### src/rtl/plk_pkg.sv
package plk_pkg;
  typedef enum logic [1:0] {
    ST_IDLE = 2'd0,
    ST_PRE  = 2'd1,
    ST_WAIT = 2'd2,
    ST_MSG  = 2'd3
  } plk_state_e;

  localparam logic [1:0] MODE_IDLE = 2'd0;
  localparam logic [1:0] MODE_PRE  = 2'd1;
  localparam logic [1:0] MODE_LOCK = 2'd2;
endpackage

### src/rtl/plk_slot_ctr.sv
// Position of the codeword in progress within a batch: 0 is the sync slot,
// 1..LAST are the frame codewords in order.
module plk_slot_ctr #(
  parameter int FRAMES = 8,
  parameter int CPF    = 2,
  parameter int SW     = 5
) (
  input  logic          clk,
  input  logic          rst_n,
  input  logic          adv,
  input  logic          restart,
  input  logic          clear,
  output logic [SW-1:0] slot_q
);
  localparam int LAST = FRAMES * CPF;

  always_ff @(posedge clk) begin
    if (!rst_n) begin
      slot_q <= '0;
    end else if (clear) begin
      slot_q <= '0;
    end else if (restart) begin
      slot_q <= SW'(1);
    end else if (adv) begin
      if (slot_q == SW'(LAST)) slot_q <= '0;
      else                     slot_q <= slot_q + SW'(1);
    end
  end
endmodule

### src/rtl/plk_sync_watch.sv
// Counts consecutive missed sync checks; flags loss on the limit-th miss.
module plk_sync_watch #(
  parameter int MISS_LIMIT = 2,
  parameter int MW         = 2
) (
  input  logic clk,
  input  logic rst_n,
  input  logic check,
  input  logic hit,
  input  logic count_en,
  input  logic clear,
  output logic lost
);
  logic [MW-1:0] miss_q;
  logic          miss_now;

  assign miss_now = check && !hit && count_en;
  assign lost     = miss_now && (miss_q == MW'(MISS_LIMIT - 1));

  always_ff @(posedge clk) begin
    if (!rst_n) begin
      miss_q <= '0;
    end else if (clear || (check && hit) || lost) begin
      miss_q <= '0;
    end else if (miss_now) begin
      miss_q <= miss_q + MW'(1);
    end
  end
endmodule

### src/rtl/plk_wake.sv
// Receiver power decision and assigned-frame decode.
module plk_wake
  import plk_pkg::*;
#(
  parameter int CPF = 2,
  parameter int SW  = 5,
  parameter int FW  = 3
) (
  input  plk_state_e    state,
  input  logic [SW-1:0] slot,
  input  logic [FW-1:0] frame,
  output logic          in_frame,
  output logic          rx_pwr
);
  logic [CPF-1:0] hit;

  for (genvar k = 0; k < CPF; k++) begin : g_cw
    assign hit[k] = ({1'b0, slot} ==
                     ((SW+1)'(frame) * (SW+1)'(CPF)) + (SW+1)'(k + 1));
  end

  assign in_frame = |hit;

  always_comb begin
    unique case (state)
      ST_IDLE: rx_pwr = 1'b0;
      ST_PRE:  rx_pwr = 1'b1;
      ST_MSG:  rx_pwr = 1'b1;
      default: rx_pwr = (slot == '0) || in_frame;
    endcase
  end
endmodule

### src/rtl/plk_msg_end.sv
// Decides when an active message reception terminates.
module plk_msg_end (
  input  logic in_msg,
  input  logic tick,
  input  logic data_slot,
  input  logic break_only,
  input  logic addr_cw,
  input  logic idle_cw,
  input  logic eom,
  input  logic brk,
  output logic stop
);
  logic cw_end;
  logic host_end;

  assign cw_end   = tick && data_slot &&
                    (eom || (!break_only && (addr_cw || idle_cw)));
  assign host_end = break_only && brk;
  assign stop     = in_msg && (cw_end || host_end);
endmodule

### src/rtl/plk_lock_ctrl.sv
module plk_lock_ctrl
  import plk_pkg::*;
#(
  parameter int FRAMES     = 8,
  parameter int CPF        = 2,
  parameter int MISS_LIMIT = 2
) (
  input  logic                        clk,
  input  logic                        rst_n,
  input  logic [$clog2(FRAMES)-1:0]   cfg_frame,
  input  logic                        cfg_break_only,
  input  logic                        cw_tick,
  input  logic                        sync_det,
  input  logic                        pre_det,
  input  logic                        addr_match,
  input  logic                        addr_cw,
  input  logic                        idle_cw,
  input  logic                        eom_det,
  input  logic                        brk_req,
  output logic                        rx_pwr,
  output logic                        msg_active,
  output logic [1:0]                  mode
);
  localparam int FW    = $clog2(FRAMES);
  localparam int SLOTS = 1 + FRAMES * CPF;
  localparam int SW    = $clog2(SLOTS);
  localparam int MW    = $clog2(MISS_LIMIT + 1);

  plk_state_e    state_q, state_d;
  logic [SW-1:0] slot_q;
  logic          locked, sync_slot, in_frame, lost, stop;
  logic          restart, slot_clear, slot_adv;

  assign locked    = (state_q == ST_WAIT) || (state_q == ST_MSG);
  assign sync_slot = (slot_q == '0);
  assign restart   = (state_q == ST_PRE) && cw_tick && sync_det;
  assign slot_clear = lost;
  assign slot_adv  = cw_tick && locked;

  plk_slot_ctr #(.FRAMES(FRAMES), .CPF(CPF), .SW(SW)) u_slot (
    .clk(clk), .rst_n(rst_n), .adv(slot_adv), .restart(restart),
    .clear(slot_clear), .slot_q(slot_q)
  );

  plk_sync_watch #(.MISS_LIMIT(MISS_LIMIT), .MW(MW)) u_sync (
    .clk(clk), .rst_n(rst_n),
    .check(cw_tick && locked && sync_slot),
    .hit(sync_det),
    .count_en(state_q == ST_WAIT),
    .clear(restart),
    .lost(lost)
  );

  plk_wake #(.CPF(CPF), .SW(SW), .FW(FW)) u_wake (
    .state(state_q), .slot(slot_q), .frame(cfg_frame),
    .in_frame(in_frame), .rx_pwr(rx_pwr)
  );

  plk_msg_end u_end (
    .in_msg(state_q == ST_MSG), .tick(cw_tick), .data_slot(!sync_slot),
    .break_only(cfg_break_only), .addr_cw(addr_cw), .idle_cw(idle_cw),
    .eom(eom_det), .brk(brk_req), .stop(stop)
  );

  always_comb begin
    state_d = state_q;
    unique case (state_q)
      ST_IDLE: if (cw_tick && pre_det) state_d = ST_PRE;
      ST_PRE:  if (restart) state_d = ST_WAIT;
      ST_WAIT: begin
        if (lost)                                  state_d = pre_det ? ST_PRE : ST_IDLE;
        else if (cw_tick && in_frame && addr_match) state_d = ST_MSG;
      end
      ST_MSG:  if (stop) state_d = ST_WAIT;
      default: state_d = ST_IDLE;
    endcase
  end

  always_ff @(posedge clk) begin
    if (!rst_n) state_q <= ST_IDLE;
    else        state_q <= state_d;
  end

  assign msg_active = (state_q == ST_MSG);
  always_comb begin
    unique case (state_q)
      ST_IDLE: mode = MODE_IDLE;
      ST_PRE:  mode = MODE_PRE;
      default: mode = MODE_LOCK;
    endcase
  end
endmodule

### config.mk
export PLATFORM = sky130hd
export DESIGN_NAME = plk_lock_ctrl
export DESIGN_NICKNAME = d
export VERILOG_FILES = /design/src/rtl/plk_pkg.sv /design/src/rtl/plk_slot_ctr.sv /design/src/rtl/plk_sync_watch.sv /design/src/rtl/plk_wake.sv /design/src/rtl/plk_msg_end.sv /design/src/rtl/plk_lock_ctrl.sv
export SDC_FILE = /design/constraint.sdc
export NUM_CORES = 1
export LEC_CHECK = 0
export ABC_AREA = 0
export BUFFER_PORTS_ARGS = -buffer_cell sky130_fd_sc_hd__buf_2
export CORE_MARGIN = 2
export CORE_UTILIZATION = 52
export CTS_CLUSTER_SIZE = 10
export DETAILED_ROUTE_END_ITERATION = 7
export HOLD_SLACK_MARGIN = 0.05
export PLACE_DENSITY = 0.77
export SLEW_MARGIN = 40
export SYNTH_ARGS = -nofsm -noshare
export SYNTH_HDL_FRONTEND = slang
export SYNTH_SLANG_ARGS = --single-unit
### constraint.sdc
create_clock -name clk -period 2.18 [get_ports clk]
set_input_delay 0.654 -clock clk [delete_from_list [all_inputs] [get_ports clk]]
set_output_delay 0.654 -clock clk [all_outputs]
set_load 0.05 [all_outputs]
# Word-level counts from Yosys, hierarchy flattened
# Index checks and enable logic that the tools add are counted.
# word_totals
ff_bits,9
in_bits,14
out_inout_bits,4
word_cells,67
# op_classes
add_sub_neg,4
n_eq_ne,11
n_mux,12
bitwise_logic,1
reduce_logical,35
# op_table
operator,n
$logic_and A1 B1 Y1,16
$eq A5 B5 Y1,2
$mux W2,5
$pmux W2 S4,1
$reduce_or A2 Y1,4
$logic_or A1 B1 Y1,7
$add A4 B1 Y5 const B,1
$add A4 B2 Y5 const B,1
$add A5 B1 Y5 const B,1
$eq A5 B5 Y1 const B,1
$logic_not A5 Y1,1
$mux W5,1
$eq A2 B1 Y1 const B,2
$eq A2 B2 Y1 const B,2
$ne A2 B2 Y1 const B,2
$pmux W2 S2,1
$reduce_and A4 Y1,1
$logic_not A1 Y1,3
$mux W1,3
$ne A3 B3 Y1 const B,1
$reduce_or A3 Y1,1
$add A2 B1 Y2 const B,1
$logic_not A2 Y1,1
$ne A2 B1 Y1 const B,1
other kinds (3),3

# Depth between registers and ports, before layout
# Gate-level depths: netlist of the first run.
# logic_depth
word_depth,9
depth_mapped,8
ltp_nobuf,8

# Cells and area by module
# A second synthesis of the first run with hierarchy kept.
# hier_totals
cells_unflattened,94
area_unflattened_um2,777.0
# by_module_without_submodules
module,instances,cells_each,area_per_inst_um2,seq_area_each_um2
plk_slot_ctr,1,29,272.8,100.1
plk_lock_ctrl,1,27,201.4,40.0
plk_wake,1,20,157.7,0.0
plk_sync_watch,1,14,117.6,40.0
plk_msg_end,1,4,27.5,0.0

# Worst setup path before layout of the first run
# OpenSTA, ideal clock, no wires.
# synth_path
path_kind,input port to output port
startpoint,in cfg_frame[0]
endpoint,out rx_pwr
arrival_time_ps,1705
t_required_ps,1526
setup_slack_ps,-179
cell_stages,6
path_buffers,0
cell_sequence,ha_1 > xor2_1 > nor3_2 > nand2_1 > nand3_1 > a21o_1
# synth_between
elab_chain_len,5
word_cells_on_any_way,7
classes_between,add/sub: 2; eq/ne: 2; mux: 1; reduce/logical: 2
# synth_lines
item,line_no,source
"start, declared",plk_lock_ctrl.sv:10,"input logic [$clog2(FRAMES)-1:0] cfg_frame,"
$add A4 B1 Y5 or $add A4 B2 Y5 (tied branches),plk_wake.sv:19,((SW+1)'(frame) * (SW+1)'(CPF)) + (SW+1)'(k + 1));
$eq A5 B5 Y1,plk_wake.sv:18,"assign hit[k] = ({1'b0, slot} =="
$reduce_or A2 Y1 *,plk_wake.sv:22,assign in_frame = |hit;
$logic_or A1 B1 Y1 *,plk_wake.sv:29,default: rx_pwr = (slot == '0) || in_frame;
$pmux W1 S2 *,plk_wake.sv:25,unique case (state)
"end, declared",plk_lock_ctrl.sv:20,"output logic rx_pwr,"
# Every way passes the cells marked *; elsewhere a longest branch is shown, timed or not.

# Worst setup path in the final report of the first run
# Same ends and word-level chain as after synthesis.

==> results of run 1 <==
## layer usage
layer | up-vias | share of wire | wire length (um) | track usage
li1 | 411 | - | - | -
met1 | 373 | 0.43 | 760 | 0.227
met2 | 19 | 0.50 | 880 | 0.349
met3 | 4 | 0.045 | 79 | 0.0255
met4 | 0 | 0.022 | 39 | 0.127
met5 | - | 0 | 0 | 0
## cell usage in the layout (no fill, tap or decap), types with 2 or more instances in the layout
master    count
nand4_1       3
nand2_1      11
nor3_1        2
buf_6         2
nand2b_1      2
a31oi_1       2
nand3_1       4
a21oi_1       8
nand3b_1      2
buf_4         9
buf_8         2
dfxtp_1       9
nor4_1        2
ha_1          3
nor2b_1       4
inv_1         4
nor2_1       14
xor2_1        3
clkbuf_4      3
buf_2        14
## flip-flops by register name, indices dropped and copies added (netlist names)
register	cells
state_q	2
u_slot.slot_q	5
u_sync.miss_q	2
## power by group through the flow
stage	clock [uW]	sequential [uW]	combinational, uW
after global routing	143	182	165
after CTS	136	180	150
after global placement	0	184	133
after detailed placement	0	184	135
final	135	180	154
after floorplan	0	176	104
## path summary, 6_finish.rpt
kind,endpoint,startpoint,slack (ns)
setup reg to reg,state_q[0]$_SDFFE_PN0P_,u_slot.slot_q[0]$_SDFFE_PP0P_,0.50
hold / removal,u_sync.miss_q[1]$_SDFFE_PP0P_,u_sync.miss_q[1]$_SDFFE_PP0P_,0.50
setup / recovery,rx_pwr,cfg_frame[0],-0.27
hold reg to reg,u_sync.miss_q[1]$_SDFFE_PP0P_,u_sync.miss_q[1]$_SDFFE_PP0P_,0.50
## tightest hold or removal path, cell delays in order, from the launching register on
cell     delay (ns)
dfxtp_1        0.33
a32oi_1        0.06
nor2_1         0.07
## cells by family after synthesis
kind of cell	synth area share
simple gates	0.384
mux	0.0141
flops	0.226
xor+xnor	0.0645
fa+ha+maj	0.0629
compound gates	0.156
buf+inv	0.0928
## layout make-up
class,instances,share of cell area
multi-input combinational,82,0.570
timing repair buffer,27,0.189
sequential,9,0.179
clock buffer,4,0.0262
tap,16,0.0199
inverter,4,0.0149
## per-stage QoR
stage	hold slack (ns)	cell area (sq um)	setup TNS (ns)	total power, uW	utilization
after floorplan	0.454	816	-0.000245	280	-
after global placement	0.473	930	-0.324	316	0.632
after detailed placement	0.486	930	-0.349	319	0.632
after CTS	0.502	997	-0.237	466	0.678
after global routing	0.552	1000	-0.317	490	0.683
final	0.502	1000	-0.266	469	0.683
## what timing repair did
action,in CTS,in global routing
setup buffers,0,1
endpoints found under the hold margin,0,0
endpoints found under the setup margin,1,1
resized for setup,10,0
pin swaps,4,3
cloned,0,0
==> metrics, run 1 <==
run status=complete, but fails checks; violated checks=setup timing; final count of negative-setup-slack endpoints=1; sequential power share=0.384; DRC viols=0; Worst setup EP type=primary output; R2R depth=9; Synth-to-Final Area Change=26.3%; min Tclk post-route=between 2 and 2.5 ns; Sequential cell area=between 150 and 200 sq um; port bufs=17; FF+latch count, synth=9; Slew @ Worst Pin=just over 0.3 ns; die height=43.1 um; Post-Syn Area=796 sq um; Crit-path slowest cell=nor3_2; maximum vdd drop=~0.37 mV; fill count=between 100 and 150; RSZ-0062 raised after global routing=true; most frequent CP cell=buf_8; routed wire length=roughly 1800 um; DIE AREA=between 1500 and 2000 sq um; CP Depth=8; vias in the first global route=slightly below 700; Worst Hold Class=register to register; DR iter-0 viols=14; CP bufs+invs=2; PD cells=467 nW/um^2; first-pass GRT wire length=around 2800 um; total number of vias=807; critical path class=input port to primary output; clock-pin slew on the worst setup and hold paths=0.07 ns; Comb pwr share=0.328; Max stage delay on crit path=about 0.24 ns; Core Area=roughly 1500 sq um; Net Switching=between 150 and 200 uW; clk buf depth=2; Clock Skews=0.00502 ns; CP Max Fanout=2; die width=43.1 um; Ys Warns=0; asr flop ratio synth=0; cell taking the most area after synthesis=dfxtp_1; largest net degree at the start of global routing=11; Post-synth EDFFs=0; share of layout cells above drive strength 1=0.341; Clk pwr share=0.288; Worst EP arrival=1.79 ns; HPWL Detailed=approximately 1300 um; f_max=slightly above 0.4 GHz; Placer Congestion=0.847; WP data required=about 1.5 ns; CTS root buf=clkbuf_4; Mapped Cells=102; Place WS=-0.349 ns; antenna viol nets, final=0; placed cells=137; Internal=around 310 uW; final worst slack=-0.266 ns; Final Hold Viols=0; CTS tree=built; clk sinks=9; Mean Syn Cell Area=7.80 sq um; Yosys cell types=37; area of the multi-input gates=between 500 and 600 sq um; Lkg Pwr=approximately 0.00045 uW; Routed WL per cell=12.4 um; Synth top area share=0.226; clock latency on the worst-skew pair=~0.27 ns; syn_nets=120; Most used DFF post-synth=dfxtp_1; std cell rows=14; io pins=18; detailed-router iteration count before antenna repair=4; synth cell count leaders=nor2_1, nand2_1, dfxtp_1, a21oi_1, nand3_1; grt ovf=0; DR vias/cell=approximately 5.7; ant diodes=0; Crit path max-delay family=simple AND/OR/NAND/NOR gates; initial antenna violation count=0; total CTS buffers=3; sequential element share of the synthesized area=0.226; Switching Share=0.330; Critical Path Source Type=input port; most common cell in the netlist=nor2_1; All-Layer GR Usage=0.201; Post-CTS Hold Fix Bufs=0; MaxCap Viol Count=0; max-slew violation count=0; Final Cycle Share=1.12; effective utilization at floorplan=0.541; largest cells by area after synthesis=dfxtp_1, nor2_1, ha_1; Max-slew headroom=0.795; fin cells=142; number of H-tree levels=1; Hold Path Stages=2; worst path cell trace=buf_8 -> ha_4 -> xor2_1 -> nor3_2 -> nand2_1 -> nand3_2 -> a21o_4 -> buf_8; # nets final=between 100 and 150
Note: power is estimated with default switching activity, not from simulation.
==> run 2: changes to the inputs <==
Settings changed: SKIP_LAST_GASP from default to 1.
==> run 2 against run 1 <==
The flow still finishes with violations (setup timing). Non-clock buffer count did not move. Cell count did not move. Sequential share of layout area is 0.13 points lower. Register-to-register slack about the same. Largest power group unchanged. Highest routed layer unchanged.
==> metrics, run 2 (same netlist as run 1, synthesis figures left out) <==
Slew @ Worst Pin=0.315 ns; effective utilization at floorplan=0.541; CTS root buf=clkbuf_4; Post-DP Area=between 900 and 1000 sq um; antenna viol nets, final=0; first-pass GRT wire length=between 2000 and 3000 um; f_max=approximately 0.4 GHz; run status=complete, but fails checks; Routed WL per cell=approximately 13 um; Most flops, register=u_slot.slot_q; biggest regs=u_slot.slot_q: 5 flops, state_q: 2 flops, u_sync.miss_q: 2 flops; clock latency on the worst-skew pair=0.27 ns; clk sinks=9; Worst Hold Class=register to register; die width=~43 um; most frequent cells in the layout=nor2_1, buf_2, nand2_1; DR vias/cell=~5.7; routed wire length=1780 um; post-route cell area=~1000 sq um; total CTS buffers=3; die height=around 43 um; DIE AREA=1860 sq um; largest net degree at the start of global routing=11; CTS tree=built; All-Layer GR Usage=0.200; fill count=approximately 130; CP Max Fanout=2; Clock Skews=roughly 0.0043 ns; DR iter-0 viols=16; PD cells=467 nW/um^2; clock-pin slew on the worst setup and hold paths=0.07 ns; WP data required=approximately 1.5 ns; Placer Congestion=~0.85; Worst R2R Setup Slack=0.50 ns; Place WS=-0.349 ns; DRC viols=0; initial antenna violation count=0; # nets final=145; most frequent CP cell=buf_8; Final Hold Viols=0; maximum vdd drop=0.365 mV; number of flip-flops in the largest register=5; Critical Path Source Type=input port; Max-slew headroom=0.789; min Tclk post-route=between 2 and 2.5 ns; number of H-tree levels=1; ant diodes=0; Synth-to-Final Area Change=27.2%; Post-CTS Hold Fix Bufs=0; std cell rows=14; Max stage delay on crit path=between 0.2 and 0.25 ns; CP bufs+invs=2; Worst setup EP type=primary output; HPWL Detailed=~1300 um; detailed-router iteration count before antenna repair=4; max-slew violation count=0; final count of negative-setup-slack endpoints=1; worst path cell trace=buf_8 -> ha_4 -> xor2_2 -> nor3_2 -> nand2_1 -> nand3_2 -> a21o_4 -> buf_8; vias in the first global route=686; io pins=18; critical path class=input port to primary output; Crit-path slowest cell=nor3_2; violated checks=setup timing; Final Cycle Share=1.13; Core Area=around 1500 sq um; grt ovf=0; MaxCap Viol Count=0; total number of vias=about 800; fin cells=about 140; final worst slack=-0.279 ns; port bufs=17; clk buf depth=2; RSZ-0062 raised after global routing=true; share of layout cells above drive strength 1=0.349; placed cells=around 140; Crit path max-delay family=simple AND/OR/NAND/NOR gates; Lkg Pwr=around 0.00045 uW; Worst EP arrival=1.81 ns
run 2: cell counts in the layout (fill, tap and decap cells not counted):
Identical to the previous run, type by type.
run 2: power by group:
part	internal (uW)	leakage [uW]	switching [uW]	total [uW]
clock network	70.9	0.0000150	65.7	137
registers	170	0.0000728	10.5	180
logic	74.7	0.000359	81.1	156
run 2: layout make-up:
cell class	count	area [sq um]	area share
clock buffer	4	26.3	0.0260
tap	16	20.0	0.0198
multi-input combinational	82	581	0.574
inverter	4	15.0	0.0148
timing repair buffer	27	190	0.188
sequential	9	180	0.178
run 2: routing by layer:
layer,vias up,part of all wire,GRT usage
met5,-,0,0
met4,0,0.025,0.127
met3,5,0.048,0.0255
met2,22,0.49,0.346
met1,369,0.43,0.227
li1,408,-,-
run 2: worst register-to-register path: stages (launching register included):
cell and delay [ns]:
dfxtp_1 0.33, inv_1 0.06, ha_1 0.20, buf_4 0.14, nor4b_4 0.13, nand2_1 0.08, nor2_1 0.06, a21o_1 0.20
o311ai_1 0.30, nand2_1 0.08
run 2: path summary, 6_finish.rpt:
| check | start | endpoint | cells past startpoint |
|---|---|---|---|
| min | u_sync.miss_q[1]$_SDFFE_PP0P_ | u_sync.miss_q[1]$_SDFFE_PP0P_ | 2 |
| max reg2reg | u_slot.slot_q[0]$_SDFFE_PP0P_ | state_q[0]$_SDFFE_PN0P_ | 9 |
| min reg2reg | u_sync.miss_q[1]$_SDFFE_PP0P_ | u_sync.miss_q[1]$_SDFFE_PP0P_ | 2 |
| max | cfg_frame[1] | rx_pwr | 8 |
run 2: metrics by stage:
step,util,total power [uW],TNS [ns],hold slack [ns]
after floorplan,-,280,-0.000245,0.454
after global placement,0.632,316,-0.324,0.473
after detailed placement,0.632,319,-0.349,0.486
after CTS,0.671,464,-0.243,0.502
after global routing,0.688,492,-0.333,0.552
final,0.688,473,-0.279,0.504
run 2: timing repair:
item / in CTS / in global routing
endpoints found under the hold margin: 0 / 0
resized for setup: 8 / 4
setup endpoints to repair: 1 / 1
setup buffers: 0 / 1
pin swaps: 4 / 4
==> run 3: changes to the inputs <==
==> constraint.sdc (replaced) <==
create_clock -name clk -period 2.18 [get_ports clk]
set_input_delay 0.218 -clock clk [delete_from_list [all_inputs] [get_ports clk]]
set_output_delay 0.218 -clock clk [all_outputs]
set_load 0.05 [all_outputs]
==> run 3 against run 2 <==
The run now ends clean. Cell count decreased by 7.0%. Core utilization is 9.5 points lower. Global-route usage is 0.24 points higher. Cell area shrank 14%. Die area unchanged. First-iteration DRC count down 63%. Clock power barely moved. Clock skew decreased by 0.00081 ns. Setup slack improved by 0.42 ns. Combinational power fell by 22%. Fmax rose by 21%. Sequential power hardly changed. Highest routed layer unchanged.
==> metrics, run 3 (same netlist as run 1, synthesis figures left out) <==
All-Layer GR Usage=0.203; port bufs=17; Final Cycle Share=0.935; clock-pin slew on the worst setup and hold paths=0.07 ns; CTS tree=built; most common cell after layout, fill and taps aside=buf_2; Post-CTS Hold Fix Bufs=0; # resized after CTS=0; Critical Path Source Type=register; clock latency on the worst-skew pair=between 0.2 and 0.3 ns; critical path class=register to primary output; initial antenna violation count=0; share of layout cells above drive strength 1=0.259; Routed WL per cell=around 12 um; met1 WL=approximately 770 um; Worst R2R Setup Slack=0.45 ns; Core Area=between 1000 and 1500 sq um; io pins=18; Slew @ Worst Pin=0.437 ns; DR iter-0 viols=6; ant diodes=0; min Tclk post-route=2.04 ns; f_max=about 0.5 GHz; clk sinks=9; met2 wire len=around 750 um; fin cells=approximately 130; die height=~43 um; effective utilization at floorplan=0.541; final worst slack=around 0.14 ns; max-slew violation count=0; routed wire length=about 1600 um; WP data required=around 2.0 ns; DR vias/cell=approximately 5.6; Hold WS=0.193 ns; grt ovf=0; Worst Hold Class=input port to register; # nets final=around 140; Placer Congestion=0.808; DRC viols=0; DIE AREA=1860 sq um; Most flops, register=u_slot.slot_q; biggest regs=u_slot.slot_q: 5 flops, state_q: 2 flops, u_sync.miss_q: 2 flops; top routing layer in use=met4; run status=complete, no violations; Worst EP arrival=about 1.8 ns; detailed-router iteration count before antenna repair=4; vias in the first global route=about 690; met3 routed WL=71 um; most frequent cells in the layout=buf_2, nor2_1, nand2_1; Final Hold Viols=0; MaxCap Viol Count=0; Hold Path Stages=3; Lkg Pwr=between 0.0003 and 0.0004 uW; HPWL Detailed=around 1300 um; Synth-to-Final Area Change=9.59%; PD cells=around 510 nW/um^2; Max-slew headroom=0.708; post-layout util=0.593; number of H-tree levels=1; setup bufs post-CTS=0; final count of negative-setup-slack endpoints=0; clk buf depth=2; Clock Skews=about 0.0034 ns; die width=approximately 43 um; CTS root buf=clkbuf_4; first-pass GRT wire length=2800 um; maximum vdd drop=0.383 mV; Worst setup EP type=primary output; total CTS buffers=3; Place WS=between 0.3 and 0.4 ns; RSZ-0062 raised after global routing=false; setup TNS=0 ns; CP Max Fanout=6; placed cells=approximately 130; largest net degree at the start of global routing=11; std cell rows=14; antenna viol nets, final=0; total number of vias=between 700 and 800; R2R depth=8; number of flip-flops in the largest register=5
[run 3: changes by cell type in the layout (fill, tap and decap cells not counted), moves of 2 or more]
cell   delta
buf_4     -8
buf_2     +2
buf_6     -2
buf_8     -2
[run 3: final cells by class]
class	count	area, sq um
Inverter	4	15.0
Fill cell	155	599
Clock buffer	3	22.5
Tap cell	16	20.0
Timing Repair Buffer	17	87.6
Clock inverter	1	5.00
Multi-Input combinational cell	82	542
Sequential cell	9	180
[run 3: worst max-delay path: stages (launching register included)]
cell,delay [ns]
dfxtp_1,0.36
inv_1,0.10
ha_1,0.20
or4b_4,0.48
nand3_1,0.10
a21o_1,0.11
buf_4,0.19
[run 3: per-layer routing]
metal | GRT usage | vias up
li1 | - | 390
met1 | 0.247 | 331
met2 | 0.313 | 19
met3 | 0.0426 | 5
met4 | 0.139 | 0
met5 | 0 | -
[run 3: report_power, final]
part | leakage (uW) | switching, uW | internal, uW
clock network | 0.0000177 | 69.3 | 68.2
registers | 0.0000728 | 12.6 | 170
logic | 0.000299 | 71.3 | 49.4
[run 3: final timing paths]
path,to,from
worst min-delay path,u_slot.slot_q[0]$_SDFFE_PP0P_,rst_n
worst min register to register,u_sync.miss_q[1]$_SDFFE_PP0P_,u_sync.miss_q[1]$_SDFFE_PP0P_
worst max-delay path,rx_pwr,u_slot.slot_q[0]$_SDFFE_PP0P_
worst max register to register,state_q[0]$_SDFFE_PN0P_,u_slot.slot_q[0]$_SDFFE_PP0P_
[run 3: through the flow]
step / total power [uW] / area, sq um
floorplan: 274 / 796
global placement: 303 / 842
detailed placement: 304 / 842
CTS: 445 / 870
global route: 465 / 872
finish: 441 / 872
